<file path="src/rtl/tick_pkg.sv">
package tick_pkg;
    // Register byte offsets
    localparam logic [7:0] OFS_CTRL   = 8'h10;
    localparam logic [7:0] OFS_RELOAD = 8'h14;
    localparam logic [7:0] OFS_CUR    = 8'h18;
    localparam logic [7:0] OFS_CAL    = 8'h1C;

    // Control register bit positions
    localparam int CB_EN   = 0;
    localparam int CB_IE   = 1;
    localparam int CB_SRC  = 2;
    localparam int CB_FLAG = 16;

    typedef enum logic [1:0] {
        CNT_OFF  = 2'd0,
        CNT_RUN  = 2'd1,
        CNT_HALT = 2'd2
    } cnt_state_t;
endpackage

</file>
<file path="src/rtl/tick_regs.sv">
module tick_regs
    import tick_pkg::*;
#(
    parameter int ADDR_W = 8,
    parameter int CNT_W  = 24
) (
    input  logic              clk,
    input  logic              rst_n,
    input  logic              wr,
    input  logic              rd,
    input  logic [ADDR_W-1:0] addr,
    input  logic [31:0]       wdata,
    input  logic              ref_stb,
    input  logic              wrap,
    output logic              ctrl_en,
    output logic              ctrl_ie,
    output logic              ctrl_src,
    output logic [CNT_W-1:0]  reload_val,
    output logic              flag,
    output logic              irq,
    output logic              start,
    output logic              stop,
    output logic              tick
);
    logic wr_ctrl, wr_reload, wr_cur, rd_ctrl;

    assign wr_ctrl   = wr && (addr == ADDR_W'(OFS_CTRL));
    assign wr_reload = wr && (addr == ADDR_W'(OFS_RELOAD));
    assign wr_cur    = wr && (addr == ADDR_W'(OFS_CUR));
    assign rd_ctrl   = rd && (addr == ADDR_W'(OFS_CTRL));

    // Counter commands
    always_comb begin
        start = 1'b0;
        stop  = 1'b0;
        if (wr_ctrl) begin
            if (!wdata[CB_EN])
                stop = 1'b1;
            else if (!ctrl_en || (wdata[CB_SRC] != ctrl_src))
                start = 1'b1;
        end
        if (wr_cur && ctrl_en)
            start = 1'b1;
    end

    assign tick = ctrl_src ? 1'b1 : ref_stb;

    // Control and reload storage
    always_ff @(posedge clk or negedge rst_n) begin
        if (!rst_n) begin
            ctrl_en    <= 1'b0;
            ctrl_ie    <= 1'b0;
            ctrl_src   <= 1'b0;
            reload_val <= '0;
        end else begin
            if (wr_ctrl) begin
                ctrl_en  <= wdata[CB_EN];
                ctrl_ie  <= wdata[CB_IE];
                ctrl_src <= wdata[CB_SRC];
            end
            if (wr_reload)
                reload_val <= wdata[CNT_W-1:0];
        end
    end

    // Flag and interrupt pulse
    always_ff @(posedge clk or negedge rst_n) begin
        if (!rst_n) begin
            flag <= 1'b0;
            irq  <= 1'b0;
        end else begin
            irq <= wrap && ctrl_ie;
            if (wrap)
                flag <= 1'b1;
            else if (rd_ctrl || wr_cur)
                flag <= 1'b0;
        end
    end


    flag_clear_chk: assert property (@(posedge clk) disable iff (!rst_n)
        (rd_ctrl && !wrap) |=> !flag);


    irq_gate_chk: assert property (@(posedge clk) disable iff (!rst_n)
        irq |-> (flag && $past(ctrl_ie)));


    irq_single_chk: assert property (@(posedge clk) disable iff (!rst_n)
        irq |=> !irq);
endmodule

</file>
<file path="src/rtl/tick_counter.sv">
module tick_counter
    import tick_pkg::*;
#(
    parameter int CNT_W = 24
) (
    input  logic             clk,
    input  logic             rst_n,
    input  logic             start,
    input  logic             stop,
    input  logic             tick,
    input  logic             src_core,
    input  logic [CNT_W-1:0] reload_val,
    output logic [CNT_W-1:0] cnt,
    output logic             wrap
);
    cnt_state_t st, st_nxt;
    logic [CNT_W-1:0] cnt_nxt;

    // State register
    always_ff @(posedge clk or negedge rst_n) begin
        if (!rst_n) st <= CNT_OFF;
        else        st <= st_nxt;
    end

    // Next state and transitions
    always_comb begin
        st_nxt = st;
        unique case (st)
            CNT_OFF: begin
                if (start && !stop) st_nxt = CNT_RUN;
            end
            CNT_RUN: begin
                if (stop)
                    st_nxt = CNT_OFF;
                else if (!start && tick && (cnt == '0) && (reload_val == '0))
                    st_nxt = CNT_HALT;
            end
            CNT_HALT: begin
                if (stop)       st_nxt = CNT_OFF;
                else if (start) st_nxt = CNT_RUN;
            end
            default: st_nxt = CNT_OFF;
        endcase
    end

    // Count value and wrap output
    always_comb begin
        cnt_nxt = cnt;
        wrap    = 1'b0;
        unique case (st)
            CNT_OFF: begin
                cnt_nxt = (start && !stop) ? reload_val : '0;
            end
            CNT_RUN: begin
                if (stop)
                    cnt_nxt = '0;
                else if (start)
                    cnt_nxt = reload_val;
                else if (tick) begin
                    if (cnt == '0) begin
                        wrap    = 1'b1;
                        cnt_nxt = reload_val;
                    end else begin
                        cnt_nxt = cnt - 1'b1;
                    end
                end
            end
            CNT_HALT: begin
                cnt_nxt = (start && !stop) ? reload_val : '0;
            end
            default: cnt_nxt = '0;
        endcase
    end

    always_ff @(posedge clk or negedge rst_n) begin
        if (!rst_n) cnt <= '0;
        else        cnt <= cnt_nxt;
    end


    load_chk: assert property (@(posedge clk) disable iff (!rst_n)
        (start && !stop) |=> (cnt == $past(reload_val)));


    halt_stay_chk: assert property (@(posedge clk) disable iff (!rst_n)
        (st == CNT_HALT && !start && !stop) |=> (st == CNT_HALT && cnt == '0));


    ref_hold_chk: assert property (@(posedge clk) disable iff (!rst_n)
        (st == CNT_RUN && !src_core && !tick && !start && !stop) |=> $stable(cnt));
endmodule

</file>
<file path="src/rtl/tick_rdmux.sv">
module tick_rdmux
    import tick_pkg::*;
#(
    parameter int          ADDR_W    = 8,
    parameter int          CNT_W     = 24,
    parameter logic [31:0] CAL_VALUE = 32'h4000_3A98
) (
    input  logic              rd,
    input  logic [ADDR_W-1:0] addr,
    input  logic              ctrl_en,
    input  logic              ctrl_ie,
    input  logic              ctrl_src,
    input  logic              flag,
    input  logic [CNT_W-1:0]  reload_val,
    input  logic [CNT_W-1:0]  cnt,
    output logic [31:0]       rdata
);
    always_comb begin
        rdata = '0;
        if (rd) begin
            if (addr == ADDR_W'(OFS_CTRL)) begin
                rdata[CB_EN]   = ctrl_en;
                rdata[CB_IE]   = ctrl_ie;
                rdata[CB_SRC]  = ctrl_src;
                rdata[CB_FLAG] = flag;
            end else if (addr == ADDR_W'(OFS_RELOAD)) begin
                rdata = 32'(reload_val);
            end else if (addr == ADDR_W'(OFS_CUR)) begin
                rdata = ctrl_en ? 32'(cnt) : 32'd0;
            end else if (addr == ADDR_W'(OFS_CAL)) begin
                rdata = CAL_VALUE;
            end
        end
    end
endmodule

</file>
<file path="src/rtl/tick_timer.sv">
module tick_timer
    import tick_pkg::*;
#(
    parameter int          ADDR_W    = 8,
    parameter int          CNT_W     = 24,
    parameter logic [31:0] CAL_VALUE = 32'h4000_3A98
) (
    input  logic              clk,
    input  logic              rst_n,
    input  logic              ref_stb,
    input  logic              bus_wr,
    input  logic              bus_rd,
    input  logic [ADDR_W-1:0] bus_addr,
    input  logic [31:0]       bus_wdata,
    output logic [31:0]       bus_rdata,
    output logic              tick_irq,
    output logic              wrap_flag
);
    logic             ctrl_en, ctrl_ie, ctrl_src;
    logic [CNT_W-1:0] reload_val, cnt;
    logic             start, stop, tick, wrap;

    tick_regs #(.ADDR_W(ADDR_W), .CNT_W(CNT_W)) u_regs (
        .clk(clk), .rst_n(rst_n), .wr(bus_wr), .rd(bus_rd), .addr(bus_addr),
        .wdata(bus_wdata), .ref_stb(ref_stb), .wrap(wrap),
        .ctrl_en(ctrl_en), .ctrl_ie(ctrl_ie), .ctrl_src(ctrl_src),
        .reload_val(reload_val), .flag(wrap_flag), .irq(tick_irq),
        .start(start), .stop(stop), .tick(tick)
    );

    tick_counter #(.CNT_W(CNT_W)) u_cnt (
        .clk(clk), .rst_n(rst_n), .start(start), .stop(stop), .tick(tick),
        .src_core(ctrl_src), .reload_val(reload_val), .cnt(cnt), .wrap(wrap)
    );

    tick_rdmux #(.ADDR_W(ADDR_W), .CNT_W(CNT_W), .CAL_VALUE(CAL_VALUE)) u_rd (
        .rd(bus_rd), .addr(bus_addr), .ctrl_en(ctrl_en), .ctrl_ie(ctrl_ie),
        .ctrl_src(ctrl_src), .flag(wrap_flag), .reload_val(reload_val),
        .cnt(cnt), .rdata(bus_rdata)
    );


    off_zero_chk: assert property (@(posedge clk) disable iff (!rst_n)
        !ctrl_en |-> (cnt == '0 && !wrap));
endmodule

</file>
<file path="config.mk">
export PLATFORM = sky130hd
export DESIGN_NAME = tick_timer
export DESIGN_NICKNAME = d
export VERILOG_FILES = /design/src/rtl/tick_pkg.sv /design/src/rtl/tick_regs.sv /design/src/rtl/tick_counter.sv /design/src/rtl/tick_rdmux.sv /design/src/rtl/tick_timer.sv
export SDC_FILE = /design/constraint.sdc
export NUM_CORES = 1
export LEC_CHECK = 0
export CELL_PAD_IN_SITES_DETAIL_PLACEMENT = 1
export CELL_PAD_IN_SITES_GLOBAL_PLACEMENT = 2
export CORE_ASPECT_RATIO = 2
export CORE_MARGIN = 8
export CORE_UTILIZATION = 29
export CTS_BUF_LIST = sky130_fd_sc_hd__clkbuf_2
export DETAILED_ROUTE_END_ITERATION = 8
export PLACE_DENSITY = 0.77
export SYNTH_ARGS = -nofsm -noshare
export SYNTH_HDL_FRONTEND = slang
export SYNTH_HIERARCHICAL = 1
export SYNTH_SLANG_ARGS = --single-unit
</file>
<file path="constraint.sdc">
create_clock -name clk -period 2.65 [get_ports clk]
set_clock_uncertainty 0.1 [all_clocks]
set_input_delay 0.53 -clock clk [delete_from_list [all_inputs] [get_ports clk]]
set_output_delay 0.53 -clock clk [all_outputs]
set_load 0.005 [all_outputs]
</file>
After elaboration in Yosys (flattened, before gate mapping)
Index checks and enable logic that the tools add are counted.
{"block": "classes", "eq_ne": 11, "n_mux": 35, "n_reduce_logical": 21, "add_sub_neg": 1}
{"operator": "$mux 24", "count": 6}
{"operator": "$mux 32", "count": 3}
{"operator": "$logic_not 24->1", "count": 2}
{"operator": "$pmux 24 s2", "count": 1}
{"operator": "$eq 8x5->1 const B", "count": 4}
{"operator": "$mux 31", "count": 1}
{"operator": "$sub 24x1->24 const B", "count": 1}
{"operator": "$mux 1", "count": 15}
{"operator": "$mux 15", "count": 1}
{"operator": "$mux 13", "count": 1}
{"operator": "$logic_and 1x1->1", "count": 10}
{"operator": "$mux 2", "count": 5}
{"operator": "$ne 3x1->1 const B", "count": 2}
{"operator": "$pmux 2 s3", "count": 1}
{"operator": "$ne 4x1->1 const B", "count": 1}
{"operator": "$logic_not 1->1", "count": 3}
{"operator": "$mux 3", "count": 1}
{"operator": "$reduce_and 3->1", "count": 1}
{"operator": "$eq 2x1->1 const B", "count": 1}
{"operator": "$eq 2x2->1 const B", "count": 1}
{"operator": "$logic_not 2->1", "count": 1}
{"operator": "$logic_or 1x1->1", "count": 2}
{"operator": "$ne 2x1->1 const B", "count": 1}
{"operator": "$reduce_bool 2->1", "count": 1}
{"operator": "other kinds (2)", "count": 2}
{"block": "word_totals", "in_bits": 45, "register_bits": 55, "elab_cells": 76, "out_inout_bits": 34}

Depth between registers and ports, before layout
Gate-level depths: netlist of run 1.
{"block": "logic_depth", "word_depth": 13, "ltp_mapped": 9, "ltp_nobuf": 8}

Modules after synthesis
Netlist of run 1, hierarchy kept.
{"mod": "tick_counter", "area_per_inst_um2": 1695.4, "instances": 1, "cells_per_inst": 192, "seq_area_each_um2": 650.6}
{"mod": "tick_regs", "area_per_inst_um2": 1295.0, "instances": 1, "cells_per_inst": 78, "seq_area_each_um2": 725.7}
{"mod": "tick_rdmux", "area_per_inst_um2": 705.7, "instances": 1, "cells_per_inst": 116, "seq_area_each_um2": 0.0}

Least setup slack after synthesis of run 1
OpenSTA, ideal clock, no wires.
{"block": "synth_path", "path_kind": "input-to-reg", "from": "input bus_addr[5]", "to": "register u_cnt.cnt[9]", "t_arrival_ns": 2.190, "slack_ns": 0.234, "cell_stages": 9, "setup_time_ns": 0.126, "n_path_buf": 1, "path_cell_list": "nor4b_4 > nand3_1 > a21oi_1 > nor2b_1 > and2_1 > o21ai_1 > buf_2 > nor4_1 > a221o_1"}
{"block": "synth_between", "elab_chain_len": 7}
{"element": "start, declared", "line": "tick_timer.sv:13", "source": "input logic [ADDR_W-1:0] bus_addr,"}
{"element": "$eq 8x5->1 (on tied branches)", "line": "tick_regs.sv:27, tick_regs.sv:29"}
{"element": "$logic_and 1x1->1 (on tied branches)", "line": "tick_regs.sv:27, tick_regs.sv:29"}
{"element": "$mux 1 / $logic_and 1x1->1 (equally long branches)", "line": "tick_regs.sv:36, tick_regs.sv:42"}
{"element": "$mux 1 (*)", "line": "tick_regs.sv:42", "source": "if (wr_cur && ctrl_en)"}
{"element": "net start", "line": "tick_timer.sv:21", "source": "logic start, stop, tick, wrap;"}
{"element": "$mux 24 / $logic_and 1x1->1 (equally long branches)", "line": "tick_counter.sv:57, tick_counter.sv:52, tick_counter.sv:69"}
{"element": "$mux 24 (on tied branches)", "line": "tick_counter.sv:55, tick_counter.sv:52, tick_counter.sv:69"}
{"element": "$pmux 24 s2", "line": "tick_counter.sv:50", "source": "unique case (st)"}
{"element": "end signal, assigned", "line": "tick_counter.sv:77", "source": "else cnt <= cnt_nxt;"}
{"element": "end, declared", "line": "tick_counter.sv:13", "source": "output logic [CNT_W-1:0] cnt,"}
Mark *: on every way through the listed nets, which the timed path passes. The rest lies on a longest branch.
A chain may end at the register's enable or synchronous reset.

Final worst setup path of run 1
{"block": "layout_path", "from": "input bus_addr[1]", "to": "output bus_rdata[6]"}
{"block": "layout_between", "elab_chain_len": 5}
{"element": "$eq 8x5->1", "line": "tick_rdmux.sv:28", "source": "end else if (addr == ADDR_W'(OFS_CUR)) begin"}
{"element": "$mux 32", "line": "tick_rdmux.sv:28"}
{"element": "$mux 32", "line": "tick_rdmux.sv:26", "source": "end else if (addr == ADDR_W'(OFS_RELOAD)) begin"}
{"element": "$mux 13 (*)", "line": "tick_rdmux.sv:21", "source": "if (addr == ADDR_W'(OFS_CTRL)) begin"}
{"element": "$mux 32 (*)", "line": "tick_rdmux.sv:20", "source": "if (rd) begin"}
{"element": "end, declared", "line": "tick_timer.sv:15", "source": "output logic [31:0] bus_rdata,"}
Every way passes the cells marked *; elsewhere a longest branch is shown, timed or not.

==> results.cfg, run 1 <==
[run_status]
run_status = finished clean

[timing]
finalWorstPathRequiredPeriod_ns = 2.608
timing_hold_violations_final = 0
slew-limit-headroom_pct = 49.28
worstMarginPinSlew_ns = 0.7609
final_max_slew_viol_count = 0
post-route-period-util_pct = 98.43
final-setup-viol-count = 0
achievable-frequency_ghz = 0.3834
setup_ws_ns = 0.04169

[clocking]
cts_made_buffers = 5
numClockSinks = 55
htreeDepth = 2
cts_tree = built
max-clock-path-buffers = 2
worstSkewPairLatency_ns = 0.47
root_buffer = sky130_fd_sc_hd__clkbuf_2
path_clk_slew_ns = 0.30

[pwr]
power_frac_seq_pct = 56.1
sw_frac_of_total_pct = 28.00
clock_power_share_pct = 27.5
relative_contribution_of_combinational_cells_to_total_power_pct = 16.4
power.ir.vdd_worst_mv = 0.1795
netSwitchingPower_uw = 453.7
power_density_nw_per_um2 = 324.5
leakage_power_summed_over_all_cells_nw = 2.242
cell_internal_power_dissipation_mw = 1.167

[floorplan]
site_row_count = 58
core-area_um2 = 12480
start_util_pct = 29.61
fp.dieW_um = 95.83
design.die.area_um2 = 16830
y_dimension_of_the_die_um = 175.7
io_pins = 79

[worst_setup_path]
timing.setup.critical_path_class = in -> out
critPathMaxFanout = 13
cp_data_required_time_ns = 2.02
critical_path_start_type = input pin
r2r-start = u_cnt/cnt[6]
worstSetupEndpointType = output pin
cp-startpoint = bus_addr[1]
cp.arrival_ns = 1.98

[routing]
drt_iter0_markers = 187
count_of_vias_placed_by_the_detailed_router = 3707
finalWirelength_um = 14750
post_drt_wl_per_cell_um = 22.76
avgViaCountPerCell = 5.721
drt_drc_violations_left = 0
antenna_violation_net_count_after_detailed_routing = 0
drt_pre_antenna_iters = 4

[yosys]
synth_seq_area_share_pct = 37.24
yosys_warnings = 6
netlist_instances = 386
synth.distinct_cells = 56
postSynth.topFlopCell = sky130_fd_sc_hd__dfrtp_1
ys_async_sr_fraction_pct = 100.0
yosys-top-cells-area = sky130_fd_sc_hd__dfrtp_1, sky130_fd_sc_hd__mux2_4, sky130_fd_sc_hd__nand3_1
synth_cell_area_um2 = 3696
synth_top_cells_by_count = sky130_fd_sc_hd__dfrtp_1, sky130_fd_sc_hd__nand2_1, sky130_fd_sc_hd__nand3_1
synth_largest_area_cell = sky130_fd_sc_hd__dfrtp_1
yosysTopAreaCellShare_pct = 37.24
syn_avg_cell_area_um2 = 9.575
leading_cell_type_by_number_of_instances_after_synthesis = sky130_fd_sc_hd__dfrtp_1
number_of_flops_mapped_to_enable_cells_by_yosys = 0
synth.ff_latch_count = 55

[place]
port_buffers = 63
rd_place_congestion = 0.8999
dpl_cell_area_um2 = 4820
place_hpwl_um = 11360
post-place-cells = 629
pre_cts_slack_ns = -0.4948

[layout]
final_core_util_pct = 40.00
sequential_cell_area_um2 = 1378
final-instance-count-excl-fill = 648
nFillCells = 1472
fin_area_um2 = 4992
area.growth.synth_to_final_pct = 35.07
layout-drive-gt1-share_pct = 30.78
final_nets = 542
multi_input_area_um2 = 2196

[grt]
pin_count_of_the_biggest_net_entering_global_routing = 56
first_pass_grt_wire_length_um = 23160
grt_antenna_before_repair = 1
first_global_vias = 4112
grt_overflow = 0
grt.total_usage_pct = 18.01

[hold_path]
timing.hold.worst.class = in -> async

[job]
timing.max_cap.violations = 0
## area by class of cell
cell class | instances | area share, %
antenna | 1 | 0.05013
clock buffer | 5 | 0.5013
clock inverter | 3 | 0.7769
inverter | 6 | 0.4511
multi-input combinational | 300 | 43.99
sequential | 55 | 27.59
tap | 150 | 3.759
timing repair buffer | 128 | 22.88
## metal layers
metal  up-vias  routed length (µm)  part of all wire, %  global-route usage, %
met5         -                   0                    0                      0
met4         0                 727                  4.9                  10.78
met3        39                 502                  3.4                  1.668
met2       118                8295                   56                  33.29
met1      1853                5224                   35                  18.46
li1       1697                   -                    -                      -
## power groups by stage
stage               clock network (mW)  registers (mW)  logic (mW)
finish                           0.445           0.909       0.266
global route                     0.484           0.912       0.286
CTS                              0.465           0.911       0.260
detailed placement                   0           0.924       0.249
global placement                     0           0.923       0.243
floorplan                            0           0.901       0.109
## metrics by stage
stage | setup TNS, ns | hold WS [ns] | total power, mW
final | 0 | 0.05569 | 1.620
after global routing | -0.04444 | 0.08283 | 1.682
after CTS | -0.0003262 | 0.04469 | 1.636
after detailed placement | -21.35 | 0.4270 | 1.173
after global placement | -19.57 | 0.4295 | 1.165
after floorplan | 0 | 0.1344 | 1.010
## critical path, stage by stage
cell	delay [ns]
sky130_fd_sc_hd__dlygate4sd2_1	0.31
sky130_fd_sc_hd__buf_4	0.16
sky130_fd_sc_hd__nor3b_2	0.23
sky130_fd_sc_hd__buf_6	0.20
sky130_fd_sc_hd__nand4_1	0.14
sky130_fd_sc_hd__a21oi_2	0.18
sky130_fd_sc_hd__clkdlybuf4s15_2	0.22
## final timing paths
kind	to	slack [ns]	cells past startpoint
max	bus_rdata[6]	0.04	7
min	u_cnt/st[1]	0.06	2
max reg2reg	u_cnt/cnt[0]	0.20	7
min reg2reg	u_regs/irq	0.48	1
max in group asynchronous	u_regs/ctrl_en	1.87	2
min in group clk	u_regs/irq	0.48	1
## repair_timing
item	4_1_cts	5_1_grt
pin swaps	4	14
gates cloned	3	0
buffers inserted	2	5
endpoints found under the setup margin	25	21
hold buffers	0	0
resized for setup	69	36
## cell families after synthesis
group / Yosys count / synth area share (%)
flops: 55 / 37.24
mux: 32 / 11.65
fa+ha+maj: 1 / 0.3385
other cells: 1 / 0.1015
buf+inv: 37 / 6.195
xor+xnor: 1 / 0.2370
compound gates: 90 / 17.33
simple gates: 169 / 26.91
## layout by cell type, fill, tap and decap left out, drive strengths merged, types with 12 or more instances in the layout
cell	count
a21oi	25
nor2	12
nand3	28
nand2	32
nor4	15
dfrtp	55
and2	14
buf	66
nand4	17
clkbuf	22
clkdlybuf4s50	29
mux2	28
## sequential cells by signal (all words and copies together), names as in the netlist
name / cells
u_regs/ctrl_en: 1
u_regs/ctrl_ie: 1
u_regs/reload_val: 24
u_cnt/cnt: 24
u_regs/ctrl_src: 1
u_cnt/st: 2
u_regs/flag: 1
u_regs/irq: 1
No activity file was read; power rests on OpenSTA's default activity.
==> inputs of run 2 (changes only) <==
- CORE_UTILIZATION: 29 -> 32
- PLACE_DENSITY: 0.77 -> 0.84
==> results.cfg, run 2 (synthesis gave the netlist of run 1 again) <==
[timing]
timing_hold_violations_final = 0
fin_tns_setup_ns = 0
setup_repair_after_global_routing_missed_its_margin = true
finalWorstPathRequiredPeriod_ns = 2.644
final_max_slew_viol_count = 0
slew-limit-headroom_pct = 56.78
worstMarginPinSlew_ns = 0.6470
post-route-period-util_pct = 99.77
final-setup-viol-count = 0
achievable-frequency_ghz = 0.3782

[layout]
mostFrequentLayoutCells = sky130_fd_sc_hd__buf_4, sky130_fd_sc_hd__dfrtp_1, sky130_fd_sc_hd__nand2_1, sky130_fd_sc_hd__clkdlybuf4s50_1, sky130_fd_sc_hd__nand3_1
area.growth.synth_to_final_pct = 40.12
nFillCells = 1340
final_core_util_pct = 45.89
reg.largest.list = u_cnt/cnt (24), u_regs/reload_val (24), u_cnt/st (2)
layout.cells.most_common = sky130_fd_sc_hd__buf_4
final-instance-count-excl-fill = 658
multi_input_area_um2 = 2260
layout-drive-gt1-share_pct = 33.79
fin_area_um2 = 5179
sequential_cell_area_um2 = 1376
final_nets = 561

[pwr]
power.ir.vdd_worst_mv = 0.2027
leakage_power_summed_over_all_cells_nw = 2.354
power_density_nw_per_um2 = 318.3
pwr_total_mw = 1.648

[place]
port_buffers = 63
place_hpwl_um = 11620
rd_place_congestion = 0.9253
post-place-cells = 627
dpl_cell_area_um2 = 4830

[hold_path]
timing.hold.worst.class = in -> async

[job]
timing.max_cap.violations = 0

[grt]
grt_antenna_before_repair = 1
grt.total_usage_pct = 20.54
first_pass_grt_wire_length_um = 24860
pin_count_of_the_biggest_net_entering_global_routing = 26
grt_overflow = 0
first_global_vias = 4367

[clocking]
max-clock-path-buffers = 2
cts_made_buffers = 5
root_buffer = sky130_fd_sc_hd__clkbuf_2
numClockSinks = 55
path_clk_slew_ns = 0.31
cts_tree = built
htreeDepth = 2
worstSkewPairLatency_ns = 0.48

[worst_setup_path]
crit_slowest_cell = sky130_fd_sc_hd__nor4b_4
critical_path_buf_inv_count = 6
critPathMaxFanout = 8
cp.arrival_ns = 2.01
cp_top_family = buffers and inverters
critPathMostFrequentCell = sky130_fd_sc_hd__buf_4
cp_data_required_time_ns = 2.02
worstSetupEndpointType = output pin
max_stage_delay_ns = 0.29
critical_path_start_type = input pin
timing.setup.critical_path_class = in -> out
timing.critical_path.cells = clkdlybuf4s15_1 > nor4b_4 > buf_4 > buf_8 > buf_4 > a31o_4 > buf_12 > a21oi_2 > buf_2

[floorplan]
design.die.area_um2 = 15450
site_row_count = 55
fp.dieW_um = 92.00
io_pins = 79
start_util_pct = 32.75
y_dimension_of_the_die_um = 168.0
core-area_um2 = 11290

[routing]
drt_iter0_markers = 364
drt_drc_violations_left = 0
post_drt_wl_per_cell_um = 24.09
avgViaCountPerCell = 6.047
antenna_violation_net_count_after_detailed_routing = 0
finalWirelength_um = 15850
count_of_vias_placed_by_the_detailed_router = 3979
drt_pre_antenna_iters = 5

[run_status]
run_status = finished clean
run 2: cell types whose count changed in the layout (fill, tap and decap cells not counted), sizes merged, moves of 2 or more:
cell         before  now
dlygate4sd2       9    5
buf              66   94
a31o              1    3
clkbuf           22   13
clkinv            2    0
run 2: worst paths after layout:
kind | startpoint | end | slack (ns) | cells after the start
worst max register to register | u_cnt/cnt[6] | u_cnt/st[0] | 0.08 | 6
max in group asynchronous | rst_n | u_regs/reload_val[12] | 1.29 | 3
worst min-delay path | rst_n | u_regs/reload_val[19] | 0.45 | 2
min in group clk | u_regs/ctrl_ie | u_regs/irq | 0.47 | 1
worst max-delay path | bus_addr[5] | bus_rdata[9] | 0.006 | 9
worst min register to register | u_regs/ctrl_ie | u_regs/irq | 0.47 | 1
run 2: layout make-up:
type	instances	area share, %
multi-input cells	302	43.63
flip-flops and latches	55	26.58
repair buffers	145	24.72
well taps	142	3.431
clock buffers	6	0.5798
clock inverters	1	0.5798
inverters	6	0.4349
diodes	1	0.04832
run 2: power by group:
part	leakage, nW	total (mW)	switching, mW	internal [mW]
logic	1.55	0.290	0.134	0.156
registers	0.763	0.910	0.0435	0.866
clock network	0.0391	0.449	0.291	0.158
total	2.35	1.65	0.468	1.18
run 2: layer usage:
layer	up-vias	track usage [%]	wire length, µm
li1	1750	-	-
met1	2005	21.26	5722
met2	175	38.30	8647
met3	49	2.450	699
met4	0	11.44	782
met5	-	0	0
run 2: per-stage QoR:
stage | setup WS, ns | hold slack, ns
6_report | 0.006024 | 0.4540
5_1_grt | -0.01697 | 0.4680
4_1_cts | 0.002396 | 0.4488
3_5_place_dp | -0.6169 | 0.4332
3_3_place_gp | -0.5549 | 0.4255
2_1_floorplan | 0.2339 | 0.1344
run 2: repair_timing:
item / 4_1_cts / 5_1_grt
hold buffers: 1 / 0
pin swaps: 17 / 5
setup buffers: 11 / 5
resized for setup: 99 / 32
endpoints found under the hold margin: 23 / 0
endpoints found under the setup margin: 31 / 33
gates cloned: 7 / 0
